File: src/rtl/dma_chan.sv
module dma_chan #(
  parameter int AW       = 16,
  parameter int DW       = 16,
  parameter int CW       = 8,
  parameter int NEXT     = 9,
  parameter int RING_LEN = 32
) (
  input  logic            clk,
  input  logic            rst_n,
  input  logic            reg_wr,
  input  logic [2:0]      reg_addr,
  input  logic [7:0]      reg_wdata,
  output logic [7:0]      reg_rdata,
  input  logic            sw_start,
  input  logic            ev_a,
  input  logic            ev_b,
  input  logic [NEXT-1:0] ev_ext,
  input  logic            chain_in,
  output logic            m_req,
  output logic            m_we,
  output logic            m_byte,
  output logic [AW-1:0]   m_addr,
  output logic [DW-1:0]   m_wdata,
  input  logic [DW-1:0]   m_rdata,
  input  logic            m_ack,
  output logic            unit_done
);
  localparam int RW = $clog2(RING_LEN);
  localparam logic [RW-1:0] RING_LAST = RW'(RING_LEN - 1);
  localparam logic [2:0] A_CTL = 3'd0, A_EXT = 3'd1, A_SLO = 3'd2, A_SHI = 3'd3,
                         A_DLO = 3'd4, A_DHI = 3'd5, A_CNT = 3'd6;

  typedef enum logic [1:0] {S_IDLE, S_RD, S_WR} st_t;
  st_t st;

  logic          ring, flag, en, bsz, sinc, dinc;
  logic [1:0]    sel;
  logic [3:0]    ext;
  logic [AW-1:0] src_base, dst_base, src, dst, step;
  logic [CW-1:0] cnt;
  logic [RW-1:0] ring_n;
  logic [DW-1:0] buf_q;
  logic          ext_hit, trig, wr_ctl, flag_clr;

  always_comb begin
    ext_hit = 1'b0;
    if (ext == 4'd0) ext_hit = chain_in;
    else
      for (int i = 0; i < NEXT; i++)
        if (int'(ext) == i + 1) ext_hit = ev_ext[i];
  end

  always_comb
    case (sel)
      2'd0:    trig = sw_start;
      2'd1:    trig = ev_a;
      2'd2:    trig = ev_b;
      default: trig = ext_hit;
    endcase

  assign wr_ctl    = reg_wr && reg_addr == A_CTL;
  assign flag_clr  = wr_ctl && !reg_wdata[1];
  assign step      = bsz ? AW'(1) : AW'(2);
  assign m_req     = st != S_IDLE;
  assign m_we      = st == S_WR;
  assign m_byte    = bsz;
  assign m_addr    = (st == S_WR) ? dst : src;
  assign m_wdata   = buf_q;
  assign unit_done = (st == S_WR) && m_ack;

  always_comb
    case (reg_addr)
      A_CTL:   reg_rdata = {dinc, sinc, bsz, en, sel, flag, ring};
      A_EXT:   reg_rdata = {ext, 4'b0000};
      A_SLO:   reg_rdata = src[7:0];
      A_SHI:   reg_rdata = 8'(src >> 8);
      A_DLO:   reg_rdata = dst[7:0];
      A_DHI:   reg_rdata = 8'(dst >> 8);
      A_CNT:   reg_rdata = 8'(cnt);
      default: reg_rdata = 8'h00;
    endcase

  always_ff @(posedge clk or negedge rst_n) begin
    if (!rst_n) begin
      st <= S_IDLE;
      {ring, flag, en, bsz, sinc, dinc} <= '0;
      sel <= '0;
      ext <= '0;
      src_base <= '0;
      dst_base <= '0;
      src <= '0;
      dst <= '0;
      cnt <= '0;
      ring_n <= '0;
      buf_q <= '0;
    end else begin
      flag <= trig | (flag & ~flag_clr & ~unit_done);

      case (st)
        S_IDLE: if (en && flag) st <= S_RD;
        S_RD:   if (m_ack) begin buf_q <= m_rdata; st <= S_WR; end
        S_WR:   if (m_ack) st <= S_IDLE;
        default: st <= S_IDLE;
      endcase

      if (unit_done) begin
        cnt <= cnt - CW'(1);
        if (ring && ring_n == RING_LAST) begin
          src <= src_base;
          dst <= dst_base;
          ring_n <= '0;
        end else begin
          if (sinc) src <= src + step;
          if (dinc) dst <= dst + step;
          if (ring) ring_n <= ring_n + RW'(1);
        end
        if (!ring && cnt == CW'(1)) en <= 1'b0;
      end

      if (reg_wr)
        case (reg_addr)
          A_CTL: begin
            ring <= reg_wdata[0];
            sel  <= reg_wdata[3:2];
            en   <= reg_wdata[4];
            bsz  <= reg_wdata[5];
            sinc <= reg_wdata[6];
            dinc <= reg_wdata[7];
          end
          A_EXT: ext <= reg_wdata[7:4];
          A_SLO: begin src_base[7:0] <= reg_wdata; src[7:0] <= reg_wdata; ring_n <= '0; end
          A_SHI: begin src_base[AW-1:8] <= reg_wdata[AW-9:0]; src[AW-1:8] <= reg_wdata[AW-9:0]; ring_n <= '0; end
          A_DLO: begin dst_base[7:0] <= reg_wdata; dst[7:0] <= reg_wdata; ring_n <= '0; end
          A_DHI: begin dst_base[AW-1:8] <= reg_wdata[AW-9:0]; dst[AW-1:8] <= reg_wdata[AW-9:0]; ring_n <= '0; end
          A_CNT: cnt <= reg_wdata[CW-1:0];
          default: ;
        endcase
    end
  end

  // a bus request only rises when enable and pending flag were both set
  a_r5_start_gated: assert property (@(posedge clk) disable iff (!rst_n)
    $rose(m_req) |-> $past(en && flag));

  // a phase without acknowledge keeps requesting in the same direction
  a_r5_phase_hold: assert property (@(posedge clk) disable iff (!rst_n)
    m_req && !m_ack |=> m_req && $stable(m_we));

  // completion with no new trigger leaves the flag clear
  a_r8_flag_drop: assert property (@(posedge clk) disable iff (!rst_n)
    unit_done && !trig |=> !flag);

  // writing 1 to the flag bit never sets it
  a_r2_write_one: assert property (@(posedge clk) disable iff (!rst_n)
    wr_ctl && reg_wdata[1] && !flag && !trig |=> !flag);

  // prohibited extended codes never trigger
  a_r4_bad_code: assert property (@(posedge clk) disable iff (!rst_n)
    sel == 2'd3 && int'(ext) > NEXT |-> !trig);

  // last unit in normal mode disables the channel
  a_r9_normal_stop: assert property (@(posedge clk) disable iff (!rst_n)
    unit_done && !ring && cnt == CW'(1) && !wr_ctl |=> !en);

  // ring mode keeps the channel enabled
  a_r10_ring_run: assert property (@(posedge clk) disable iff (!rst_n)
    unit_done && ring && en && !wr_ctl |=> en);
endmodule

File: config.mk
export PLATFORM = sky130hd
export DESIGN_NAME = dma_chan
export DESIGN_NICKNAME = d
export VERILOG_FILES = /design/src/rtl/dma_chan.sv
export SDC_FILE = /design/constraint.sdc
export NUM_CORES = 1
export LEC_CHECK = 0
export ABC_CLOCK_PERIOD_IN_PS = 3030
export BUFFER_PORTS_ARGS = -buffer_cell sky130_fd_sc_hd__buf_2
export CAP_MARGIN = 20
export CORE_ASPECT_RATIO = 1.5
export CORE_UTILIZATION = 53
export DETAILED_ROUTE_END_ITERATION = 12
export PLACE_DENSITY = 0.74
export SYNTH_ARGS = -nofsm -noshare
export SYNTH_HDL_FRONTEND = slang
export SYNTH_SLANG_ARGS = --single-unit
File: constraint.sdc
create_clock -name clk -period 3.03 [get_ports clk]
set_clock_uncertainty 0.2 [all_clocks]
set_input_delay 0.303 -clock clk [delete_from_list [all_inputs] [get_ports clk]]
set_output_delay 0.303 -clock clk [all_outputs]
set_load 0.1 [all_outputs]
== Yosys cells after proc, flatten, opt, wreduce, memory -nomap -nowiden ==
Index checks and enable logic that the tools add are counted.
Word-level totals
  register bits after elaboration: 107
  input port bits: 44
Operators by class
  $add $sub $neg: 4
  eq/ne operators: 24
  multiplexer cells: 42
  bitwise operators: 5
  reduce and logical (&&, ||, !) cells: 22
Operators by type and width (number)
  $mux W16: 9
  $mux W8: 7
  $pmux W8 S7: 1
  $add A16 B2 Y16: 2
  $mux W5: 5
  $eq A4 B4 Y1 const B: 6
  $mux W1: 14
  $reduce_and A2 Y1: 7
  $eq A3 B3 Y1 const B: 3
  $eq A4 B3 Y1 const B: 2
  $eq A8 B1 Y1 const B: 1
  $mux W2: 4
  $sub A8 B1 Y8 const B: 1
  $eq A3 B2 Y1 const B: 2
  $logic_and A1 B1 Y1: 6
  $pmux W2 S3: 1
  $add A5 B1 Y5 const B: 1
  $eq A5 B5 Y1 const B: 1
  $eq A2 B1 Y1 const B: 2
  $eq A2 B2 Y1 const B: 2
  $eq A4 B2 Y1 const B: 1
  $logic_not A2 Y1: 2
  $logic_not A4 Y1: 1
  $ne A2 B2 Y1 const B: 2
  other kinds (11): 14

== Depth between registers and ports, before layout ==
Gate-level depths: netlist of run 1.
  word-level depth: 13
  depth in mapped cells: 9
  depth with buffers taken out: 7

== Worst setup path after synthesis of run 1 ==
OpenSTA, ideal clock, no wires.
  path type: register to output
  start: reg st[1]
  end: out m_addr[3]
  arrival: 3.273 ns
  data required time: 2.527 ns
  setup slack: -0.746 ns
  cell stages (with the launch flop): 5
  path buffers: 2
  path through: dfrtp_1 -> nor2b_1 -> buf_2 -> buf_2 -> o21ai_0
On the way
  word-level cells in the longest chain between the ends: 2
RTL lines
  from (decl): RTL line 34  | st_t st;
  from (signal assigned): RTL line 85  | st <= S_IDLE;
  from (signal assigned): RTL line 100  | S_IDLE: if (en && flag) st <= S_RD;
  from (signal assigned): RTL line 101  | S_RD: if (m_ack) begin buf_q <= m_rdata; st <= S_WR; end
  $eq A2 B2 Y1
  named net m_we: RTL line 20  | output logic m_we,
  $mux W16: RTL line 67  | assign m_addr = (st == S_WR) ? dst : src;
  to (decl): RTL line 22  | output logic [AW-1:0] m_addr,
The timed path passes the listed nets, and every way through them passes these cells.

== Final worst setup path of run 1 ==
  start: reg bsz (netlist: m_byte)
  end: reg src[10]
On the way
  word-level cells in the longest chain between the ends: 7
RTL lines
  from (decl): RTL line 36  | logic ring, flag, en, bsz, sinc, dinc;
  from (signal assigned): RTL line 126  | bsz <= reg_wdata[5];
  $mux W2 (*): RTL line 63  | assign step = bsz ? AW'(1) : AW'(2);
  $add A16 B2 Y16 (*): RTL line 113  | if (sinc) src <= src + step;
  $mux W16 (*): RTL line 113
  $mux W16 (*): RTL line 108  | if (ring && ring_n == RING_LAST) begin
  $mux W16 (*): RTL line 106  | if (unit_done) begin
  $mux W8: RTL line 121  | case (reg_addr)
  $mux W16 (*): RTL line 120  | if (reg_wr)
  to (signal assigned): RTL line 109  | src <= src_base;
  to (signal assigned): RTL line 113
  to (decl): RTL line 39  | logic [AW-1:0] src_base, dst_base, src, dst, step;
Every way passes the cells marked *; elsewhere a longest branch is shown, timed or not.
A chain may end at the register's enable or synchronous reset.

==> results of run 1 <==
[area by class of cell]
type	count	area [um2]
Clock inverter	2	35.0
Sequential cell	107	2680
Multi-Input combinational cell	508	3450
Timing Repair Buffer	115	703
Clock buffer	14	254
Tap cell	150	188
Fill cell	964	4300
Inverter	11	41.3
[critical path, stage by stage, from the launching register on]
cell	delay [ns]
dfrtp_1	0.44
ha_1	0.24
fa_1	0.40
nand3_1	0.29
nor3_4	0.13
a2111oi_0	0.62
a211oi_1	0.10
[cells by family (layout without fill, tap and decap cells)]
logic type | after synthesis | after routing | synth area share, %
flops | 107 | 107 | 41.9
compound gates | 151 | 151 | 16.6
fa+ha+maj | 10 | 10 | 2.19
buf+inv | 54 | 142 | 4.29
mux | 61 | 61 | 11.2
xor+xnor | 9 | 9 | 1.23
simple gates | 277 | 277 | 22.5
[layer usage]
| metal | GRT usage (%) | routed length, um |
|---|---|---|
| met5 | 0 | 0 |
| met4 | 19.9 | 1060 |
| met3 | 5.76 | 1590 |
| met2 | 53.0 | 9170 |
| met1 | 38.0 | 7300 |
[synth_stat cells (10+ instances only)]
cell       n
a21oi_1   30
and3_1    12
buf_2     26
dfrtp_1  107
inv_1     10
mux2_2    37
mux2i_1   11
nand2_1  122
nand3_1   14
nor2_1    43
nor3_1    16
o21ai_0   27
o31ai_1   13
[sequential cells by signal (all words and copies together) (netlist names), 2 cells and up]
name / count
st: 2
dst_base: 16
src_base: 16
dst: 16
cnt: 8
m_wdata: 16
ext: 4
ring_n: 5
src: 16
sel: 2
[final timing paths]
check,startpoint,end
max,m_byte,src[10]
min,ev_b,flag
max reg2reg,m_byte,src[10]
min reg2reg,src_base[1],src_base[1]
max in group asynchronous,rst_n,dst_base[5]
min in group asynchronous,rst_n,cnt[5]
[report_power, final]
group          internal [uW]  switching (uW)  total (uW)
Clock                    664             522        1190
Sequential              1790             410        2200
Combinational            749            2340        3090
[metrics by stage]
step / instances / power [uW] / util, % / cell area (um2)
2_1_floorplan: 669 / 4640 / - / 6400
3_3_place_gp: 874 / 5190 / 59.1 / 6890
3_5_place_dp: 874 / 5270 / 59.1 / 6890
4_1_cts: 907 / 6470 / 63.1 / 7350
5_1_grt: 907 / 6730 / 63.1 / 7350
6_report: 907 / 6480 / 63.1 / 7350
[placed cells by master (no fill, tap or decap), drive strengths merged, types with 7 or more instances in the layout]
master | netlist | layout
o21a | 9 | 9
clkbuf | 8 | 14
xor2 | 8 | 8
mux2i | 11 | 11
inv | 11 | 11
a22oi | 7 | 7
nor3 | 19 | 19
nand2b | 7 | 7
nand3 | 15 | 15
and3 | 12 | 12
mux2 | 46 | 46
buf | 35 | 98
a21oi | 32 | 32
o21ai | 33 | 33
nand2 | 124 | 124
nor2 | 44 | 44
o31ai | 15 | 15
nand3b | 8 | 8
dfrtp | 107 | 107
ha | 8 | 8
and4 | 7 | 7
dlygate4sd3 | 0 | 17
==> summary.txt, run 1 <==
Place
  • Routability cong.: between 0.9 and 1
  • IO Port Bufs: 87
  • Detail Placement HPWL: about 13000 um
  • Pre-CTS setup slack: approximately 0.56 ns

Routing
  • Drt wl/cell: 21.1 um
  • First drt pass iteration count: 5
  • Drt total wl: 19100 um
  • Final ANT Viol Nets: 0
  • Drt drc: 0
  • 1st-iter DRT viols: around 530
  • DR vias: 5880
  • Vias per cell: approximately 6.5

Floorplanning
  • Die height: approximately 140 um
  • Boundary Pins: 88
  • Core area: 11700 um2
  • Placement row count: 48
  • Initial Util: 54.8%
  • Die width: approximately 92 um
  • Die area: about 13000 um2

Synth
  • Yosys warns: 0
  • Post-synth ARST share: 100%
  • Mean Syn Cell Area: roughly 9.6 um2
  • Syn_nets: between 700 and 800
  • Synth top area share: roughly two fifths
  • Gate Count Post-Synth: around 670
  • Synth Cell Area: ~6400 um2
  • Dominant cells by area after synthesis: dfrtp_1 42%, nand2_1 7.2%, mux2_2 6.5%
  • #FFs+latches synth: between 100 and 150
  • Sequential-to-total area share from yosys stat: a little over two fifths
  • Top_reg_cell synth: dfrtp_1
  • Post-synth EDFFs: 0
  • Synth area leader: dfrtp_1
  • Cell variety after synth: 78

Timing
  • Hold Violations, Final: 0
  • Min Tclk post-route: 2.56 ns
  • Worst setup margin: 0.470 ns
  • Achievable frequency: between 0.3 and 0.4 GHz
  • Min Hold Slack: about 0.031 ns
  • Final setup fails: 0
  • Worst slew pin tran: between 0.8 and 0.9 ns
  • Slew headroom: a little under half
  • Slew Limit Fails: 0
  • TNS Setup: 0 ns
  • RSZ-0062 raised after global routing: no
  • Final worst path period share: between 80 and 90%

Critical path
  • Worst Path Arrival: about 2.6 ns
  • Flop-to-flop setup slack: ~0.47 ns
  • Crit end category: register
  • Worst Setup Start Kind: register
  • Crit Path Category: reg2reg
  • CP Data Required Time: ~3 ns
  • Reg2Reg Depth: 6
  • Worst Path Max Fanout: 7

Pwr
  • Pleak: approximately 0.0034 uW
  • PwrDens: around 900 nW/um2
  • VDD IR-drop max: between 500 and 600 uV

Clocking
  • Post-CTS Resized: 0
  • TritonCTS clock tree: yes
  • H-Tree Depth: 3
  • Clock Latency Late Sink: between 0.3 and 0.4 ns
  • # hold bufs at CTS: 17
  • Num CTS Buffers: 9
  • Sink Count: 107
  • Reg clk slew, reported paths: 0.07 ns
  • Clk root buf: clkbuf_16
  • Post-CTS Setup Bufs: 0
  • Clock buffer depth: 2

Flow run
  • Max Cap Violations: 0

Worst hold path
  • Worst Hold Depth: 3
  • Hold WC Path Type: in2reg

Layout
  • Fraction of layout cells with a size suffix above 1: between 20% and 30%
  • Area grow syn2layout: 15.0%
  • Ant diodes: 0
  • Final #Nets: between 800 and 900

Global route
  • Overall Global Routing Usage: 31.8%
  • First-pass GRT wire length: around 30000 um
  • Initial antenna violation count: 0
  • Vias in the first global route: 5732
  • Largest net degree at the start of global routing: between 50 and 60
  • Overflow after GRT: 0

Run status
  • Outcome: finished, final reports clean
Note: power is estimated with default switching activity, not from simulation.
==> run 2: changes to the inputs <==
--- a/config.mk
+++ b/config.mk
@@ -5,13 +5,13 @@
 export SDC_FILE = /design/constraint.sdc
 export NUM_CORES = 1
 export LEC_CHECK = 0
-export ABC_CLOCK_PERIOD_IN_PS = 3030
+export ABC_CLOCK_PERIOD_IN_PS = 2150
 export BUFFER_PORTS_ARGS = -buffer_cell sky130_fd_sc_hd__buf_2
 export CAP_MARGIN = 20
 export CORE_ASPECT_RATIO = 1.5
 export CORE_UTILIZATION = 53
 export DETAILED_ROUTE_END_ITERATION = 12
-export PLACE_DENSITY = 0.74
+export PLACE_DENSITY = 0.77
 export SYNTH_ARGS = -nofsm -noshare
 export SYNTH_HDL_FRONTEND = slang
 export SYNTH_SLANG_ARGS = --single-unit
==> constraint.sdc (replaced) <==
create_clock -name clk -period 2.15 [get_ports clk]
set_clock_uncertainty 0.2 [all_clocks]
set_input_delay 0.215 -clock clk [delete_from_list [all_inputs] [get_ports clk]]
set_output_delay 0.215 -clock clk [all_outputs]
set_load 0.1 [all_outputs]
==> run 2 against run 1 <==
  * The flow now finishes with violations (setup timing)
  * Sequential share of layout area down 6.0 points
  * Final area up 20%
  * Global-route usage up 4.1 points
  * Power up 62%
  * Worst hold slack better by 0.0020 ns
  * Sequential power up 41%
  * Setup slack worse by 0.51 ns
  * Register-to-register slack worse by 0.51 ns
  * Final cell count up 8.2%
  * Largest cell class unchanged
  * Critical path type unchanged
  * First-iteration DRC count down 2.1%
==> summary.txt, run 2 (synthesized netlist as in run 1, its figures left out) <==
Critical path
  • CP Data Required Time: 2.19 ns (-0.85 ns)
  • Crit Path Category: reg2reg
  • Worst Path Max Fanout: 6 (-1)
  • Worst Path Arrival: 2.23 ns (-0.34 ns)
  • Worst Setup Start Kind: register
  • Reg2Reg Depth: 6 (unchanged)
  • Crit end category: register

Floorplanning
  • Die width: 91.7 um (unchanged)
  • Placement row count: 48 (unchanged)
  • Die area: 12500 um2 (unchanged)
  • Boundary Pins: 88 (unchanged)
  • Die height: 136 um (unchanged)
  • Initial Util: 54.8% (unchanged)
  • Core area: 11700 um2 (unchanged)

Routing
  • Drt drc: 0 (unchanged)
  • Drt wl/cell: 22.5 um (+7.0%)
  • Drt total wl: 22100 um (+16%)
  • Vias per cell: 6.44 (-0.69%)
  • First drt pass iteration count: 6 (+1)
  • 1st-iter DRT viols: 516 (-2.1%)
  • DR vias: 6316 (+7.4%)
  • Final ANT Viol Nets: 0 (unchanged)

Place
  • Routability cong.: 1.04 (+11%)
  • IO Port Bufs: 87 (unchanged)
  • Detail Placement HPWL: 14700 um (+9.8%)
  • Pre-CTS setup slack: -0.0524 ns (-0.613 ns)

Clocking
  • Reg clk slew, reported paths: 0.07 ns (about the same)
  • TritonCTS clock tree: yes
  • Sink Count: 107 (unchanged)
  • Clock buffer depth: 2 (unchanged)
  • Num CTS Buffers: 9 (unchanged)
  • H-Tree Depth: 3 (unchanged)
  • Clk root buf: clkbuf_16
  • Clock Latency Late Sink: 0.35 ns (about the same)

Timing
  • Slew Limit Fails: 0 (unchanged)
  • Final setup fails: 6 (+6)
  • Slew headroom: 66.3% (+21 points)
  • Worst setup margin: -0.0405 ns (-0.510 ns)
  • Worst slew pin tran: 0.505 ns (-0.313 ns)
  • Final worst path period share: 102% (+17 points)
  • RSZ-0062 raised after global routing: yes
  • Hold Violations, Final: 0 (unchanged)
  • Min Tclk post-route: 2.19 ns (-0.370 ns)
  • Achievable frequency: 0.457 GHz (+17%)
  • TNS Setup: -0.104 ns (-0.104 ns)

Global route
  • Largest net degree at the start of global routing: 43 (-25%)
  • First-pass GRT wire length: 33800 um (+13%)
  • Initial antenna violation count: 1 (+1)
  • Vias in the first global route: 6348 (+11%)
  • Overall Global Routing Usage: 35.9% (+4.1 points)
  • Overflow after GRT: 0 (unchanged)

Layout
  • Commonest cells after routing, fill and taps aside: 120 x nand2_1, 97 x dfrtp_1, 61 x buf_4
  • Area grow syn2layout: 38.3%
  • Filler instances: 779 (-19%)
  • Fraction of layout cells with a size suffix above 1: 36.0% (+13 points)
  • Final #Nets: 879 (+9.1%)
  • Most common cell after layout, fill and taps aside: nand2_1

Run status
  • Outcome: finished, violations left
  • Violated checks: setup timing

Pwr
  • VDD IR-drop max: 836 uV (+61%)
  • PwrDens: 1180 nW/um2 (+34%)
  • Pleak: 0.00394 uW (+17%)

Worst hold path
  • Worst Hold Depth: 3 (unchanged)
  • Hold WC Path Type: in2reg

Flow run
  • Max Cap Violations: 0 (unchanged)
run 2: cell count changes in the layout (fill, tap and decap cells not counted), sizes merged, moves of 2 or more:
cell,previous run,this run
dlygate4sd3,17,22
clkbuf,14,10
clkinvlp,0,2
clkinv,1,3
buf,98,165
run 2: path summary, 6_finish.rpt:
kind                         startpoint            to  slack (ns)
hold / removal             reg_wdata[2]  src_base[10]        0.03
max in group asynchronous         rst_n  src_base[10]        1.00
min in group asynchronous         rst_n   m_wdata[11]        0.11
setup / recovery                 m_byte       src[12]       -0.04
hold reg to reg            dst_base[12]  dst_base[12]        0.27
setup reg to reg                 m_byte       src[12]       -0.04
run 2: report_power, final:
group	total, uW	internal [uW]	switching [uW]	leakage (uW)
combinational	5760	2000	3760	0.00248
sequential	3100	2530	570	0.00132
clock	1600	829	776	0.000135
total	10500	5360	5110	0.00394
run 2: metrics by stage:
stage	power, uW	std cells	utilization [%]	hold slack, ns	area (um2)
after CTS	10200	972	73.7	0.00579	8590
after detailed placement	8260	920	67.1	-0.0547	7810
after global placement	8150	920	67.1	-0.0543	7810
after floorplan	6710	669	-	-0.281	6560
after global routing	10800	981	75.8	0.0289	8830
final	10500	981	75.8	0.0333	8830
run 2: what timing repair did:
item                                   in CTS  in global routing
setup endpoints to repair                  43                 53
hold buffers                               22                  0
pin swaps                                   6                 11
buffers inserted                           12                  9
gates cloned                                2                  0
gates resized for setup                    23                 53
endpoints found under the hold margin     126                  0
run 2: area by class of cell:
class                   instances  area (um2)  share of cell area [%]
multi-input cells             509        3840                    43.5
flip-flops and latches        107        2690                    30.5
repair buffers                187        1770                    20.1
well taps                     150         188                    2.12
inverters                      11        43.8                   0.496
diodes                          1        2.50                  0.0283
clock buffers                  10         239                    2.70
clock inverters                 6        50.0                   0.566
run 2: critical path: stages, from the launching register on:
cell,delay (ns)
dfrtp_4,0.55
ha_4,0.19
fa_2,0.38
nand3_4,0.12
nor3_4,0.08
a311o_1,0.30
a32o_1,0.26
run 2: metal layers:
metal	part of all wire, %	up-vias	wire length [um]	GRT usage [%]
met3	8.4	105	1860	6.54
li1	-	2761	-	-
met2	49	396	10700	60.4
met1	37	3054	8090	41.7
met4	6.4	0	1420	24.1
met5	0	-	0	0
